`src/rtl/qdec_pkg.sv`:
```
package qdec_pkg;
  localparam int TAG_W = 4;
  localparam logic [TAG_W-1:0] TAG_ERR = 4'd11;
  localparam logic [TAG_W-1:0] TAG_CAP = 4'd5;
endpackage

```
`src/rtl/qdec_sync.sv`:
```
module qdec_sync #(
  parameter int W = 3
) (
  input  logic         clk,
  input  logic         rst_n,
  input  logic [W-1:0] din,
  output logic [W-1:0] dout
);
  logic [W-1:0] s1_q, s2_q;

  always_ff @(posedge clk or negedge rst_n) begin
    if (!rst_n) begin
      s1_q <= '0;
      s2_q <= '0;
    end else begin
      s1_q <= din;
      s2_q <= s1_q;
    end
  end

  assign dout = s2_q;
endmodule

```
`src/rtl/qdec_phase.sv`:
```
module qdec_phase (
  input  logic clk,
  input  logic rst_n,
  input  logic a,
  input  logic b,
  input  logic idx,
  output logic step,
  output logic fwd,
  output logic dir_q,
  output logic err_rise,
  output logic idx_rise
);
  logic pa_q, pb_q, pi_q, err_q, dir_d;
  logic chg_a, chg_b, dbl;

  assign chg_a    = a ^ pa_q;
  assign chg_b    = b ^ pb_q;
  assign step     = chg_a ^ chg_b;
  assign dbl      = chg_a & chg_b;
  assign fwd      = a ^ pb_q;
  assign err_rise = dbl & ~err_q;
  assign idx_rise = idx & ~pi_q;

  always_comb begin
    dir_d = dir_q;
    if (step) dir_d = fwd;
  end

  always_ff @(posedge clk or negedge rst_n) begin
    if (!rst_n) begin
      pa_q  <= 1'b0;
      pb_q  <= 1'b0;
      pi_q  <= 1'b0;
      err_q <= 1'b0;
      dir_q <= 1'b0;
    end else begin
      pa_q  <= a;
      pb_q  <= b;
      pi_q  <= idx;
      err_q <= dbl;
      dir_q <= dir_d;
    end
  end


  err_once_chk: assert property (@(posedge clk) disable iff (!rst_n)
    err_rise |=> !err_rise);
endmodule

```
`src/rtl/qdec_poscnt.sv`:
```
module qdec_poscnt #(
  parameter int CNT_W = 32
) (
  input  logic             clk,
  input  logic             rst_n,
  input  logic             clear,
  input  logic             en,
  input  logic             step,
  input  logic             fwd,
  input  logic [CNT_W-1:0] max_pos,
  output logic [CNT_W-1:0] cnt_q
);
  logic [CNT_W-1:0] cnt_d;

  always_comb begin
    cnt_d = cnt_q;
    if (clear) begin
      cnt_d = '0;
    end else if (en && step) begin
      if (fwd) begin
        cnt_d = cnt_q + 1'b1;
        if (cnt_d == max_pos) cnt_d = '0;
      end else begin
        cnt_d = cnt_q - 1'b1;
        if (&cnt_d) cnt_d = max_pos - 1'b1;
      end
    end
  end

  always_ff @(posedge clk or negedge rst_n) begin
    if (!rst_n) cnt_q <= '0;
    else        cnt_q <= cnt_d;
  end


  clr_hold_chk: assert property (@(posedge clk) disable iff (!rst_n)
    clear |=> cnt_q == '0);

  en_hold_chk: assert property (@(posedge clk) disable iff (!rst_n)
    (!en && !clear) |=> $stable(cnt_q));

  one_step_chk: assert property (@(posedge clk) disable iff (!rst_n)
    !clear |=> (cnt_q == $past(cnt_q)) || (cnt_q == $past(cnt_q) + 1'b1) ||
               (cnt_q == $past(cnt_q) - 1'b1) || (cnt_q == '0) ||
               (cnt_q == $past(max_pos) - 1'b1));
endmodule

```
`src/rtl/qdec_capfifo.sv`:
```
module qdec_capfifo #(
  parameter int W     = 32,
  parameter int DEPTH = 4
) (
  input  logic         clk,
  input  logic         rst_n,
  input  logic         wr,
  input  logic [W-1:0] wdata,
  input  logic         rd,
  input  logic         clr,
  output logic [W-1:0] rdata,
  output logic         empty,
  output logic         ovf
);
  localparam int PW = (DEPTH > 1) ? $clog2(DEPTH) : 1;
  localparam int CW = $clog2(DEPTH + 1);
  localparam logic [PW-1:0] LAST = PW'(DEPTH - 1);
  localparam logic [CW-1:0] FULL = CW'(DEPTH);

  logic [W-1:0]  mem [DEPTH];
  logic [PW-1:0] wp_q, wp_d, rp_q, rp_d;
  logic [CW-1:0] cnt_q, cnt_d;
  logic          ovf_d, full, do_wr, do_rd;

  assign full  = (cnt_q == FULL);
  assign empty = (cnt_q == '0);
  assign do_wr = wr & ~full & ~clr;
  assign do_rd = rd & ~empty & ~clr;
  assign rdata = mem[rp_q];

  always_comb begin
    wp_d  = wp_q;
    rp_d  = rp_q;
    cnt_d = cnt_q;
    ovf_d = ovf;
    if (clr) begin
      wp_d  = '0;
      rp_d  = '0;
      cnt_d = '0;
      ovf_d = 1'b0;
    end else begin
      if (do_wr) wp_d = (wp_q == LAST) ? '0 : wp_q + 1'b1;
      if (do_rd) rp_d = (rp_q == LAST) ? '0 : rp_q + 1'b1;
      if (do_wr && !do_rd) cnt_d = cnt_q + 1'b1;
      if (do_rd && !do_wr) cnt_d = cnt_q - 1'b1;
      if (wr && full) ovf_d = 1'b1;
    end
  end

  always_ff @(posedge clk or negedge rst_n) begin
    if (!rst_n) begin
      wp_q  <= '0;
      rp_q  <= '0;
      cnt_q <= '0;
      ovf   <= 1'b0;
    end else begin
      wp_q  <= wp_d;
      rp_q  <= rp_d;
      cnt_q <= cnt_d;
      ovf   <= ovf_d;
    end
  end

  always_ff @(posedge clk) begin
    if (do_wr) mem[wp_q] <= wdata;
  end


  ovf_set_chk: assert property (@(posedge clk) disable iff (!rst_n)
    (wr && full && !clr) |=> ovf && full);

  fill_bound_chk: assert property (@(posedge clk) disable iff (!rst_n)
    cnt_q <= FULL);
endmodule

```
`src/rtl/qdec_top.sv`:
```
module qdec_top
  import qdec_pkg::*;
#(
  parameter int CNT_W      = 32,
  parameter int FIFO_DEPTH = 4
) (
  input  logic             clk,
  input  logic             rst_n,
  input  logic             enc_a,
  input  logic             enc_b,
  input  logic             enc_idx,
  input  logic             cnt_clear,
  input  logic             cnt_en,
  input  logic [CNT_W-1:0] max_pos,
  input  logic             fifo_rd,
  input  logic             fifo_clr,
  output logic [CNT_W-1:0] position,
  output logic             direction,
  output logic [CNT_W-1:0] fifo_data,
  output logic             fifo_empty,
  output logic             fifo_ovf,
  output logic             evt_valid,
  output logic [TAG_W-1:0] evt_tag
);
  logic       rst_s1_q, rst_sn_q;
  logic [2:0] raw_in, syn_in;
  logic       step, fwd, err_rise, idx_rise;
  logic       pend_q, pend_d, cap_req, evt_v_d;
  logic [TAG_W-1:0] tag_d;

  always_ff @(posedge clk or negedge rst_n) begin
    if (!rst_n) begin
      rst_s1_q <= 1'b0;
      rst_sn_q <= 1'b0;
    end else begin
      rst_s1_q <= 1'b1;
      rst_sn_q <= rst_s1_q;
    end
  end

  assign raw_in = {enc_idx, enc_b, enc_a};

  qdec_sync #(.W(3)) u_sync (
    .clk(clk), .rst_n(rst_sn_q), .din(raw_in), .dout(syn_in)
  );

  qdec_phase u_phase (
    .clk(clk), .rst_n(rst_sn_q), .a(syn_in[0]), .b(syn_in[1]), .idx(syn_in[2]),
    .step(step), .fwd(fwd), .dir_q(direction), .err_rise(err_rise),
    .idx_rise(idx_rise)
  );

  qdec_poscnt #(.CNT_W(CNT_W)) u_cnt (
    .clk(clk), .rst_n(rst_sn_q), .clear(cnt_clear), .en(cnt_en), .step(step),
    .fwd(fwd), .max_pos(max_pos), .cnt_q(position)
  );

  qdec_capfifo #(.W(CNT_W), .DEPTH(FIFO_DEPTH)) u_fifo (
    .clk(clk), .rst_n(rst_sn_q), .wr(idx_rise), .wdata(position), .rd(fifo_rd),
    .clr(fifo_clr), .rdata(fifo_data), .empty(fifo_empty), .ovf(fifo_ovf)
  );

  always_comb begin
    cap_req = idx_rise | pend_q;
    evt_v_d = 1'b0;
    tag_d   = '0;
    pend_d  = pend_q;
    if (err_rise) begin
      evt_v_d = 1'b1;
      tag_d   = TAG_ERR;
      pend_d  = cap_req;
    end else if (cap_req) begin
      evt_v_d = 1'b1;
      tag_d   = TAG_CAP;
      pend_d  = 1'b0;
    end
  end

  always_ff @(posedge clk or negedge rst_sn_q) begin
    if (!rst_sn_q) begin
      evt_valid <= 1'b0;
      evt_tag   <= '0;
      pend_q    <= 1'b0;
    end else begin
      evt_valid <= evt_v_d;
      evt_tag   <= tag_d;
      pend_q    <= pend_d;
    end
  end


  tag_legal_chk: assert property (@(posedge clk) disable iff (!rst_sn_q)
    evt_valid |-> (evt_tag == TAG_ERR) || (evt_tag == TAG_CAP));

  err_first_chk: assert property (@(posedge clk) disable iff (!rst_sn_q)
    (err_rise && idx_rise) ##1 !err_rise |=> evt_valid && evt_tag == TAG_CAP);

  cap_evt_chk: assert property (@(posedge clk) disable iff (!rst_sn_q)
    (idx_rise && !err_rise) |=> evt_valid && evt_tag == TAG_CAP);
endmodule

```
`config.mk`:
```
export PLATFORM = sky130hd
export DESIGN_NAME = qdec_top
export DESIGN_NICKNAME = d
export VERILOG_FILES = /design/src/rtl/qdec_pkg.sv /design/src/rtl/qdec_sync.sv /design/src/rtl/qdec_phase.sv /design/src/rtl/qdec_poscnt.sv /design/src/rtl/qdec_capfifo.sv /design/src/rtl/qdec_top.sv
export SDC_FILE = /design/constraint.sdc
export NUM_CORES = 1
export LEC_CHECK = 0
export ABC_AREA = 1
export BUFFER_PORTS_ARGS = -buffer_cell sky130_fd_sc_hd__buf_4
export CAP_MARGIN = 20
export CELL_PAD_IN_SITES_DETAIL_PLACEMENT = 0
export CELL_PAD_IN_SITES_GLOBAL_PLACEMENT = 2
export CORE_ASPECT_RATIO = 0.9
export CORE_UTILIZATION = 38
export CTS_BUF_LIST = sky130_fd_sc_hd__clkbuf_8
export DETAILED_ROUTE_END_ITERATION = 10
export GPL_TIMING_DRIVEN = 1
export PLACE_DENSITY_LB_ADDON = 0.1
export SLEW_MARGIN = 20
export SYNTH_ARGS = -nofsm -noshare
export SYNTH_HDL_FRONTEND = slang
export SYNTH_SLANG_ARGS = --single-unit
```
`constraint.sdc`:
```
create_clock -name clk -period 2.6 [get_ports clk]
set_input_delay 0.13 -clock clk [delete_from_list [all_inputs] [get_ports clk]]
set_output_delay 0.13 -clock clk [all_outputs]
set_load 0.005 [all_outputs]
```
-- Yosys cells after proc, flatten, opt, wreduce, memory -nomap -nowiden
Memory sizes are Yosys's and may differ from the RTL's.
Index checks and enable logic that the tools add are counted.
- add/subtract/negate cells: 7
- equality and inequality tests: 4
- bitwise gates (word level): 17
- reduce and logical (&&, ||, !) cells: 14
- multiplexer cells: 24
- operators with widths (cell ; count):
    32-bit two-way mux ; 5
    32-bit by 1-bit subtractor with 32-bit output, second input constant ; 2
    32-bit by 1-bit adder with 32-bit output, second input constant ; 1
    32-bit == test ; 1
    32-bit AND reduction ; 1
    2-bit two-way mux ; 6
    3-bit two-way mux ; 4
    2-bit nonzero test ; 5
    1-bit two-way mux ; 8
    1-bit AND ; 7
    1-bit NOT ; 5
    2-bit by 1-bit adder with 2-bit output, second input constant ; 2
    2-bit == test, second input constant ; 2
    1-bit logical AND ; 4
    4-bit two-way mux ; 1
    1-bit XOR ; 4
    3-bit by 1-bit adder with 3-bit output, second input constant ; 1
    3-bit == test, second input constant ; 1
    3-bit logical NOT ; 1
    3-bit nonzero test ; 1
    3-bit by 1-bit subtractor with 3-bit output, second input constant ; 1
    1-bit logical NOT ; 2
    1-bit bitwise OR ; 1
- memories: 1
- output and inout port bits: 72
- bits in registers: 59
- memory bits (writable): 128
- bits of input ports: 41
- word-level logic and storage cells: 84
- memory list (memory ; depth ; width ; read ports ; clocked after memory_dff ; write ports ; RTL line ; text):
    u_fifo.mem ; 4 ; 32 ; 1 ; 0 ; 1 ; qdec_capfifo.sv:20 ; logic [W-1:0] mem [DEPTH];

-- Logic depth before layout (Yosys ltp)
Gate-level depths: netlist (run 1).
- depth after elaboration: 9
- depth in mapped cells: 19
- gate-level depth less buffers: 19

-- Hierarchy
From an unflattened synthesis (run 1), not the netlist that was laid out.
- cells, all modules: 1571
- area, all modules: 11715.0 um^2
- modules (own cells, without submodules) (module ; cells an instance ; instances ; area each (um^2) ; sequential area each (um^2)):
    qdec_poscnt ; 1152 ; 1 ; 5878.1 ; 800.8
    qdec_capfifo ; 378 ; 1 ; 5288.8 ; 4043.9
    qdec_phase ; 21 ; 1 ; 207.7 ; 125.1
    qdec_top ; 14 ; 1 ; 190.2 ; 150.1
    qdec_sync ; 6 ; 1 ; 150.1 ; 150.1

-- Worst setup path after synthesis (run 1)
No wires, ideal clock.
- path type: reg2reg
- from: reg u_phase.pi_q
- to: mem u_fifo.mem[0][0], enable pin
- required time: 2.179 ns
- library setup time: 0.421 ns
- period minus slack after synthesis: 2.695 ns
- cell stages (with the launch flop): 6
- buffers on the path: 0
- setup slack: -0.095 ns
- arrival: 2.274 ns
- path through: dfrtp_1 > nor2_1 > o31ai_1 > nor2_1 > inv_1 > nor2_1
- word-level cells in the longest chain between the ends: 6
- RTL lines (item ; RTL line ; text):
    from (decl) ; qdec_phase.sv:13 ; logic pa_q, pb_q, pi_q, err_q, dir_d;
    from (signal assigned) ; qdec_phase.sv:39 ; pi_q <= idx;
    1-bit NOT ; qdec_phase.sv:22 ; assign idx_rise = idx & ~pi_q;
    1-bit AND ; qdec_phase.sv:22 ;
    1-bit AND (2 in series) ; qdec_capfifo.sv:27 ; assign do_wr = wr & ~full & ~clr;
    1-bit two-way mux ; qdec_capfifo.sv:65 ; if (do_wr) mem[wp_q] <= wdata;
    1-bit two-way mux (not written as such) ; qdec_capfifo.sv:65 ;
    to (decl) ; qdec_capfifo.sv:20 ;
Every way passes these cells.

-- Final worst setup path (run 1)
- from: reg u_cnt.cnt_q[1]
- to: reg u_cnt.cnt_q[16]
- word-level cells in the longest chain between the ends: 6
- elaborated cells between the ends (all ways): 9
- classes of those cells: 2 x add/sub; 1 x eq/ne; 5 x mux; 1 x reduce/logical
- RTL lines (item ; RTL line ; text):
    from (decl) ; qdec_poscnt.sv:11 ; output logic [CNT_W-1:0] cnt_q
    from (signal assigned) ; qdec_poscnt.sv:32 ; else cnt_q <= cnt_d;
    32-bit by 1-bit adder with 32-bit output / 32-bit by 1-bit subtractor with 32-bit output (equally long branches) ; qdec_poscnt.sv:21, qdec_poscnt.sv:24 ;
    32-bit == test / 32-bit AND reduction (equally long branches) ; qdec_poscnt.sv:22, qdec_poscnt.sv:25 ;
    32-bit two-way mux, on equally long branches ; qdec_poscnt.sv:22, qdec_poscnt.sv:25 ;
    32-bit two-way mux (*) ; qdec_poscnt.sv:20 ; if (fwd) begin
    32-bit two-way mux (*) ; qdec_poscnt.sv:19 ; end else if (en && step) begin
    32-bit two-way mux (*) ; qdec_poscnt.sv:17 ; if (clear) begin
Every way passes the cells marked *; elsewhere a longest branch is shown, timed or not. The select of a mux whose other input is x is not followed.
A chain may end at the register's enable or synchronous reset.

==> results of run 1 <==
final cells by class:
| cell class | count | share of cell area |
|---|---|---|
| Clock inverter | 15 | 0.0110 |
| Sequential cell | 185 | 0.333 |
| Clock buffer | 17 | 0.0147 |
| Inverter | 139 | 0.0337 |
| Multi-Input combinational cell | 1178 | 0.384 |
| Timing Repair Buffer | 368 | 0.193 |
| Tap cell | 396 | 0.0312 |
worst max-delay path, stage by stage, from the launching register on:
cell	delay, ns
dfrtp_1	0.44
ha_4	0.18
nand2_4	0.07
nor2_4	0.12
buf_6	0.13
buf_6	0.12
nand3_4	0.10
o21ai_1	0.16
buf_4	0.16
nand2_2	0.07
nand2_2	0.06
nand2_2	0.06
nor2_2	0.11
nand2_1	0.07
nor2_2	0.13
nand3_4	0.18
buf_12	0.20
nand2_4	0.06
nand2_2	0.05
nand2_2	0.09
nand2_1	0.05
cell usage after synthesis (all sizes together) (26+ instances only):
cell,number,area [um^2]
o21ai,93,465
nor2,282,1130
a21oi,30,150
edfxtp,128,3840
buf,26,153
dfrtp,57,1430
inv,137,514
clkbuf,39,146
o22ai,33,206
nand2,531,2000
nand3,115,581
xor2,35,307
power groups by stage:
stage               combinational, mW  sequential, mW  clock (mW)
floorplan                        2.13            3.53           0
global placement                 4.13            3.53           0
detailed placement               4.15            3.53           0
CTS                              4.35            3.47        2.06
global route                     5.01            3.50        2.16
finish                           4.55            3.48        2.00
flip-flops by register name (all words and copies together) (netlist names):
register and cells:
u_fifo.rp_q 2, u_phase.err_q 1, evt_tag 3, u_phase.pa_q 1
rst_s1_q 1, u_phase.dir_q 1, pend_q 1, u_sync.s1_q 3
u_sync.dout 3, rst_sn_q 1, u_fifo.ovf 1, u_phase.pi_q 1
u_fifo.cnt_q 3, u_fifo.wp_q 2, u_phase.pb_q 1, u_fifo.mem 128
u_cnt.cnt_q 32
timing repair:
action                                  CTS  global route
resized for setup                        86           175
endpoints found under the setup margin   32            32
gates cloned                              0             4
hold buffers                              6             0
endpoints found under the hold margin    10             0
setup buffers                            11            11
pin swaps                                13            54
through the flow:
stage	std cells	cell area (um^2)	total power, mW	worst slack [ns]
after detailed placement	2234	14200	7.68	-0.323
after CTS	2283	15100	9.88	-0.0999
after global placement	2234	14200	7.65	-0.304
after floorplan	1567	11400	5.66	-0.0954
after global routing	2298	15900	10.7	-0.276
final	2298	15900	10.0	-0.154
layer usage:
metal  vias to the layer above  global-route usage
met2                       391               0.408
met5                         -                   0
li1                       5702                   -
met4                         0              0.0518
met3                        16              0.0270
met1                      5500               0.428
worst paths after layout:
check | end | slack [ns] | depth (start not counted)
hold / removal | u_fifo.rp_q[0] | 0.11 | 6
hold reg to reg | u_cnt.cnt_q[3] | 0.30 | 0
setup / recovery | u_cnt.cnt_q[16] | -0.15 | 20
max in group asynchronous | u_cnt.cnt_q[16] | 1.63 | 1
setup reg to reg | u_cnt.cnt_q[16] | -0.15 | 20
min in group asynchronous | u_cnt.cnt_q[3] | 0.30 | 0
kinds of logic after synthesis:
family,count (synthesis),synth area share
buffers and inverters,204,0.0722
AND/OR/NAND/NOR,970,0.348
other,1,0.000330
adder cells (fa/ha/maj),11,0.0128
AO/OA/AOI/OAI,157,0.0729
flip-flops,185,0.463
XOR/XNOR,39,0.0300
==> metrics.cfg, run 1 <==
[critical_path]
crit_required_ns = 2.95
worstSetupPathType = reg2reg
arrival_ns = 3.10
startpoint = u_cnt.cnt_q[1]
path_max_fanout = 6
r2r-start = u_cnt.cnt_q[1]
worst_setup_path_start_kind = flop
critPathCaptureType = flop

[cts]
cts.path.max_buffers = 2
clkLatencyLatePin_ns = 0.48
clk_pin_slew_worst_paths_ns = 0.12
cts_tree = built
clkSinkCount = 185
htree_num_levels = 4
cts_root_buffer = clkbuf_8
cts_buffers = 17

[timing]
rsz0062_at_grt = yes
finalWorstSetupSlack_ns = -0.154
setup_viol = 32
maxSlewViolCount = 0
worst_pin_slew_ns = 0.659
slew_headroom = 0.561
fmax_ghz = 0.363
hold_violations = 0
skew_ns = 0.0344
hold_ws_ns = 0.109
period_needed_ns = 2.75
fin_crit_sh = 1.06
tns_ns = -3.23

[finish]
utilization = 0.544
seqCellArea_um2 = 5280
antenna_cells = 0
area_growth_pct = 39.5
final_cell_mix = 427 x nand2_1, 325 x buf_4, 229 x nor2_1
fillers = 2853
layout_commonest_cell = nand2_1
layout-drive-gt1-share = 0.316
nNetsFinal = 1941
multi_input_area_um2 = 6090

[die]
start_util = 0.390
coreArea_um2 = 29200
rows = 59
fp.dieH_um = 166
io_pins = 113
die_w_um = 184
die-area_um2 = 30600

[pwr]
ir_worst_vdd_v = 0.000623
power.density_nw_per_um2 = 632
combPwrFrac = 0.454
power_frac_seq = 0.347
power_leakage_nw = 7.27
p_int_mw = 6.09
power_frac_clock = 0.200
p_sw_frac = 0.393
power.switching_mw = 3.94

[yosys]
synthArstFlopShare = 0.308
syn_nets = 1619
syn_inst = 1567
synth_seq_cells = 185
ys_seq_area_frac = 0.463
syn-cell-area_um2 = 11400
ys_types = 33
synth_flop_cell = edfxtp_1
yosysWarnings = 0
synth_edf_count = 128
syn_area_per_cell_um2 = 7.26

[drt]
routed-wl-met2_um = 18900
routed-wl-met3_um = 2510
drtIter0Drc = 1036
topRoutingLayerUsed = met4
wl_met1_um = 20500
routed_wl_um = 42400
wl_per_cell_um = 18.4
drcViolationCount = 0
detail-route-antenna-nets = 0
drt-pass1-iter-count = 9
route.vias.total = 11600
vias_per_cell = 5.05

[min_path]
hold_start = fifo_rd
hp-class = in2reg

[global_routing]
grt_pass1_wl_um = 63100
antenna_found_initial = 0
grt_start_max_net_pins = 67
grt_usage = 0.274
globalRouteOverflowTotal = 0
grt_pass1_vias = 10600

[status]
violations = setup timing
status = complete, but fails checks

[run]
drv_cap = 0

[placed_design]
portBuffers = 112
dpl.hpwl_um = 31400
place_congestion = 0.900

(Power assumes the default switching activity.)
==> run 2, diff against run 1 <==
==> constraint.sdc (replaced) <==
create_clock -name clk -period 2.6 [get_ports clk]
set_input_delay 0.39 -clock clk [delete_from_list [all_inputs] [get_ports clk]]
set_output_delay 0.39 -clock clk [all_outputs]
set_load 0.005 [all_outputs]
==> run 2 against run 1 <==
Effect of this change:
- the flow still finishes with violations (setup timing)
- cell count hardly changed
- clock power is 3% higher
- sequential power hardly changed
- combinational power is 4% lower
- non-clock buffer count is 1 higher
- via count is 0.42% lower
- power is 0.87% lower
- worst hold slack worse by 0.073 ns
- register-to-register slack worse by 0.03 ns
- maximum frequency is 1.1% lower
- critical path type unchanged
- critical endpoint is now u_cnt.cnt_q[18]
==> metrics.cfg, run 2 (synthesis gave the netlist of run 1 again) <==
[die]
die-area_um2 = 30600
die_w_um = 184
fp.dieH_um = 166
rows = 59
coreArea_um2 = 29200
start_util = 0.390
io_pins = 113

[global_routing]
grt_pass1_vias = 10600
antenna_found_initial = 0
grt_usage = 0.272
grt_pass1_wl_um = 62900
globalRouteOverflowTotal = 0
grt_start_max_net_pins = 67

[status]
status = complete, but fails checks
violations = setup timing

[pwr]
power.density_nw_per_um2 = 635
ir_worst_vdd_v = 0.000373
power_leakage_nw = 7.22

[critical_path]
startpoint = u_cnt.cnt_q[1]
r2r-start = u_cnt.cnt_q[1]
r2r_cells = 17
r2r_end = u_cnt.cnt_q[18]
worstSetupPathType = reg2reg
worst_path_max_delay_cell = dfrtp_1
worst_setup_path_start_kind = flop
max_stage_delay_ns = 0.39
reg2reg_slack_ns = -0.18
cp-endpoint = u_cnt.cnt_q[18]
worstPathCellList = ha_2, buf_4, nand3_4, nor2_2, nand4_1, nand3_1, nand2_1, nor2_1, nand2_1, nor3_2, buf_4, nand3_4, buf_12, nand2_2, nand2_2, nand2_2, nand2_1
critPathCaptureType = flop
path_max_fanout = 6
crit_required_ns = 2.97
arrival_ns = 3.15

[drt]
route.vias.total = 11600
routed_wl_um = 42200
drtIter0Drc = 1043
drcViolationCount = 0
wl_per_cell_um = 18.3
detail-route-antenna-nets = 0
vias_per_cell = 5.03
drt-pass1-iter-count = 5

[finish]
nNetsFinal = 1942
largestRegisters = u_fifo.mem x128, u_cnt.cnt_q x32
stdcell_area_um2 = 15700
largest_register_ffs = 128
antenna_cells = 0
final_cell_mix = 443 x nand2_1, 335 x buf_4, 239 x nor2_1
layout_commonest_cell = nand2_1
area_growth_pct = 37.6
fillers = 2883
regMostFlops = u_fifo.mem
layout-drive-gt1-share = 0.299
stdcell_count = 2299

[timing]
rsz0062_at_grt = yes
fin_crit_sh = 1.07
setup_viol = 32
maxSlewViolCount = 0
skew_ns = 0.0423
hold_violations = 0
period_needed_ns = 2.78
finalWorstSetupSlack_ns = -0.183
fmax_ghz = 0.359
worst_pin_slew_ns = 0.636
slew_headroom = 0.576

[cts]
cts.path.max_buffers = 2
cts_tree = built
clk_pin_slew_worst_paths_ns = 0.11
cts_buffers = 17
cts_root_buffer = clkbuf_8
clkSinkCount = 185
htree_num_levels = 4
clkLatencyLatePin_ns = 0.49

[min_path]
hp-class = in2reg

[placed_design]
dpl.hpwl_um = 31500
place_inst = 2245
place_congestion = 0.922
placed_area_um2 = 14300
portBuffers = 112

[run]
drv_cap = 0

==> run 2: cell types whose count changed in the layout (fill, tap and decap cells not counted), sizes merged <==
cell         before  now
bufinv            1    2
buf             359  362
clkinvlp          0    2
inv             145  144
clkbuf           20   21
clkinv            8    6
dlygate4sd3       6    3
==> run 2: worst min path at each step <==
stage	start	endpoint	slack (ns)	depth (start not counted)
after floorplan	rst_n	rst_s1_q	0.09	0
after global placement	rst_n	rst_s1_q	0.17	1
after detailed placement	rst_n	rst_s1_q	0.17	1
after CTS	enc_idx	u_sync.s1_q[2]	0.01	1
after global routing	enc_idx	u_sync.s1_q[2]	0.01	1
final	enc_idx	u_sync.s1_q[2]	0.04	1
==> run 2: where the power goes <==
part           switching, mW  internal [mW]
Combinational           2.56           1.83
Sequential             0.146           3.34
Clock                   1.18          0.896
Total                   3.88           6.06
==> run 2: timing repair <==
action	in CTS	in global routing
setup buffers	3	11
resized for setup	68	132
pin swaps	8	62
gates cloned	0	7
hold buffers	3	0
endpoints found under the hold margin	4	0
endpoints found under the setup margin	32	32
==> run 2: final cells by class <==
type                            count  area [um^2]  share of cell area
Timing Repair Buffer              369         3060               0.196
Clock inverter                     15          185              0.0118
Tap cell                          396          495              0.0317
Sequential cell                   185         5280               0.337
Inverter                          139          534              0.0341
Clock buffer                       17          234              0.0149
Multi-Input combinational cell   1178         5860               0.375
==> run 2: per-layer routing <==
| layer | vias up | share of wire | GRT usage | wire length (um) |
|---|---|---|---|---|
| met2 | 406 | 0.45 | 0.411 | 18800 |
| met4 | 0 | 0.015 | 0.0547 | 614 |
| met3 | 28 | 0.063 | 0.0292 | 2650 |
| met1 | 5431 | 0.48 | 0.418 | 20100 |
| li1 | 5695 | - | - | - |
| met5 | - | 0 | 0 | 0 |
==> run 2: critical path, delay by kind of cell, from the launching register on <==
family / cells / cell delay, ns
adders and majority gates: 1 / 0.22
buffers and inverters: 3 / 0.49
DFF: 1 / 0.39
and+or+nand+nor: 13 / 1.57
==> run 2: metrics by stage <==
step	setup slack [ns]	hold WS, ns	power (mW)	util	setup TNS, ns
6_report	-0.183	0.0366	9.95	0.537	-3.48
2_1_floorplan	-0.0954	0.0944	5.66	-	-12.21
3_3_place_gp	-0.358	0.172	7.63	0.491	-7.88
4_1_cts	-0.104	0.0142	9.79	0.515	-1.05
5_1_grt	-0.287	0.0118	10.5	0.537	-7.70
3_5_place_dp	-0.328	0.173	7.65	0.491	-8.26
==> run 3, diff against run 2 <==
CORE_MARGIN = 3   (was not set)
CORE_UTILIZATION = 32   (was 38)
clock period = 2.3 ns   (was 2.6 ns; I/O delays follow)
==> run 3 against run 2 <==
Effect of this change:
- the flow still finishes with violations (setup timing)
- flip-flop and latch count unchanged
- cell count increased by 7.5%
- via count is 2.8% higher
- non-clock buffer count up 108
- maximum frequency rose by 3.3%
- core utilization down 4.9 points
- final area is 7.6% higher
- register-to-register slack worse by 0.21 ns
- routed wire length rose by 8.4%
- clock skew is 0.013 ns lower
- critical endpoint is now u_cnt.cnt_q[2]
- largest cell class unchanged
- largest power group unchanged
- highest routed layer unchanged
==> metrics.cfg, run 3 (synthesis gave the netlist of run 1 again) <==
[status]
status = complete, but fails checks
violations = setup timing

[drt]
routed-wl-met3_um = 2750
wl_per_cell_um = 18.5
drtIter0Drc = 796
topRoutingLayerUsed = met4
detail-route-antenna-nets = 0
drt-pass1-iter-count = 5
wl_met1_um = 21900
drcViolationCount = 0
vias_per_cell = 4.81
routed-wl-met2_um = 20400
routed_wl_um = 45700
route.vias.total = 11900

[pwr]
p_int_mw = 7.73
combPwrFrac = 0.486
power.switching_mw = 4.73
power_frac_clock = 0.196
power.density_nw_per_um2 = 740
power_leakage_nw = 7.72
p_sw_frac = 0.380
power_frac_seq = 0.318
ir_worst_vdd_v = 0.000472

[die]
coreArea_um2 = 34500
start_util = 0.330
io_pins = 113
die-area_um2 = 37800
die_w_um = 205
fp.dieH_um = 185
rows = 64

[timing]
hold_ws_ns = 0.0441
setup_viol = 32
skew_ns = 0.0297
period_needed_ns = 2.69
worst_pin_slew_ns = 0.807
slew_headroom = 0.461
rsz0062_at_grt = yes
finalWorstSetupSlack_ns = -0.394
hold_violations = 0
fin_crit_sh = 1.17
maxSlewViolCount = 0
fmax_ghz = 0.371

[placed_design]
portBuffers = 112
dpl.hpwl_um = 35100
preCtsSetupSlack_ns = -0.732
place_congestion = 0.939

[finish]
layout_commonest_cell = nand2_1
area_growth_pct = 48.0
largestRegisters = u_fifo.mem x128, u_cnt.cnt_q x32
nNetsFinal = 2050
antenna_cells = 0
final_cell_mix = 462 x nand2_1, 433 x buf_4, 220 x nor2_1
layout-drive-gt1-share = 0.358
regMostFlops = u_fifo.mem
largest_register_ffs = 128

[critical_path]
worstSetupPathType = reg2reg
arrival_ns = 3.08
worst_setup_path_start_kind = flop
startpoint = u_cnt.cnt_q[3]
max_stage_delay_ns = 0.44
worst_path_max_delay_cell = dfrtp_1
r2r_cells = 21
crit_required_ns = 2.69
critPathCaptureType = flop
crit_family = simple AND/OR/NAND/NOR gates
r2r_end = u_cnt.cnt_q[2]
worstPathCellList = buf_6, buf_6, nor2_4, nand2_4, nor2_4, nand2_2, buf_6, nand2_4, nand2_4, nor2_2, nand2_1, nor2_2, nand2_2, nor2_4, buf_6, buf_8, nand3_4, nand2_2, a21oi_2, nand2_1, nand2_1
path_max_fanout = 5
path_buf_inv = 5
crit_top_cell = buf_6
r2r-start = u_cnt.cnt_q[3]
crit_cells = 21
cp-endpoint = u_cnt.cnt_q[2]
reg2reg_slack_ns = -0.39

[cts]
clk_pin_slew_worst_paths_ns = 0.11
cts_buffers = 17
cts_tree = built
cts_root_buffer = clkbuf_8
clkSinkCount = 185
cts.path.max_buffers = 2
clkLatencyLatePin_ns = 0.50
htree_num_levels = 4

[global_routing]
antenna_found_initial = 0
grt_start_max_net_pins = 39
grt_usage = 0.241
globalRouteOverflowTotal = 0
grt_pass1_vias = 11500
grt_pass1_wl_um = 68800

[min_path]
hp-class = in2reg
hold_start = fifo_clr

[run]
drv_cap = 0

## run 3: repair_timing
item / CTS / global route
pin swaps: 21 / 80
buffers inserted: 32 / 13
setup endpoints to repair: 34 / 59
gates cloned: 3 / 1
hold endpoints to repair: 5 / 0
hold buffers: 4 / 0
gates resized for setup: 156 / 120
## run 3: stage by stage
stage                      util  TNS (ns)  area (um^2)  std cells  power [mW]
after floorplan               -    -50.62        11400       1567        6.41
after global placement    0.434    -21.51        15000       2388        9.36
after detailed placement  0.434    -20.30        15000       2388        9.35
after CTS                 0.472     -8.60        16300       2458        12.2
after global routing      0.488    -15.43        16800       2472        13.2
final                     0.488    -10.93        16800       2472        12.5
## run 3: layout make-up
| cell class | count | area (um^2) |
|---|---|---|
| Timing Repair Buffer | 477 | 3900 |
| Inverter | 139 | 534 |
| Multi-Input combinational cell | 1178 | 6100 |
| Fill cell | 3477 | 17700 |
| Sequential cell | 185 | 5300 |
| Clock buffer | 17 | 234 |
| Clock inverter | 14 | 195 |
| Tap cell | 462 | 578 |
## run 3: how the worst min path moves through the flow
stage	cells past startpoint	to	slack, ns
floorplan	0	rst_s1_q	0.05
global route	2	u_fifo.ovf	0.03
global placement	1	rst_s1_q	0.13
CTS	2	u_fifo.ovf	0.01
detailed placement	1	rst_s1_q	0.13
finish	2	u_fifo.ovf	0.04
## run 3: metal layers
layer / global-route usage / vias up
met2: 0.376 / 298
li1: - / 5909
met3: 0.0399 / 36
met5: 0 / -
met1: 0.354 / 5639
met4: 0.0515 / 0
## run 3: worst reg2reg max path: stages (launching register included)
cell	delay, ns
dfrtp_1	0.44
buf_6	0.16
buf_6	0.11
nor2_4	0.11
nand2_4	0.08
nor2_4	0.19
nand2_2	0.09
buf_6	0.13
nand2_4	0.05
nand2_4	0.07
nor2_2	0.11
nand2_1	0.06
nor2_2	0.14
nand2_2	0.08
nor2_4	0.11
buf_6	0.16
buf_8	0.15
nand3_4	0.08
nand2_2	0.08
a21oi_2	0.04
nand2_1	0.09
nand2_1	0.05
## run 3: power by group through the flow
| stage | Sequential (mW) | Clock [mW] | Combinational [mW] |
|---|---|---|---|
| detailed placement | 4.04 | 0 | 5.31 |
| global route | 3.99 | 2.61 | 6.61 |
| global placement | 4.03 | 0 | 5.32 |
| floorplan | 4.00 | 0 | 2.41 |
| CTS | 3.97 | 2.49 | 5.75 |
| finish | 3.96 | 2.45 | 6.06 |
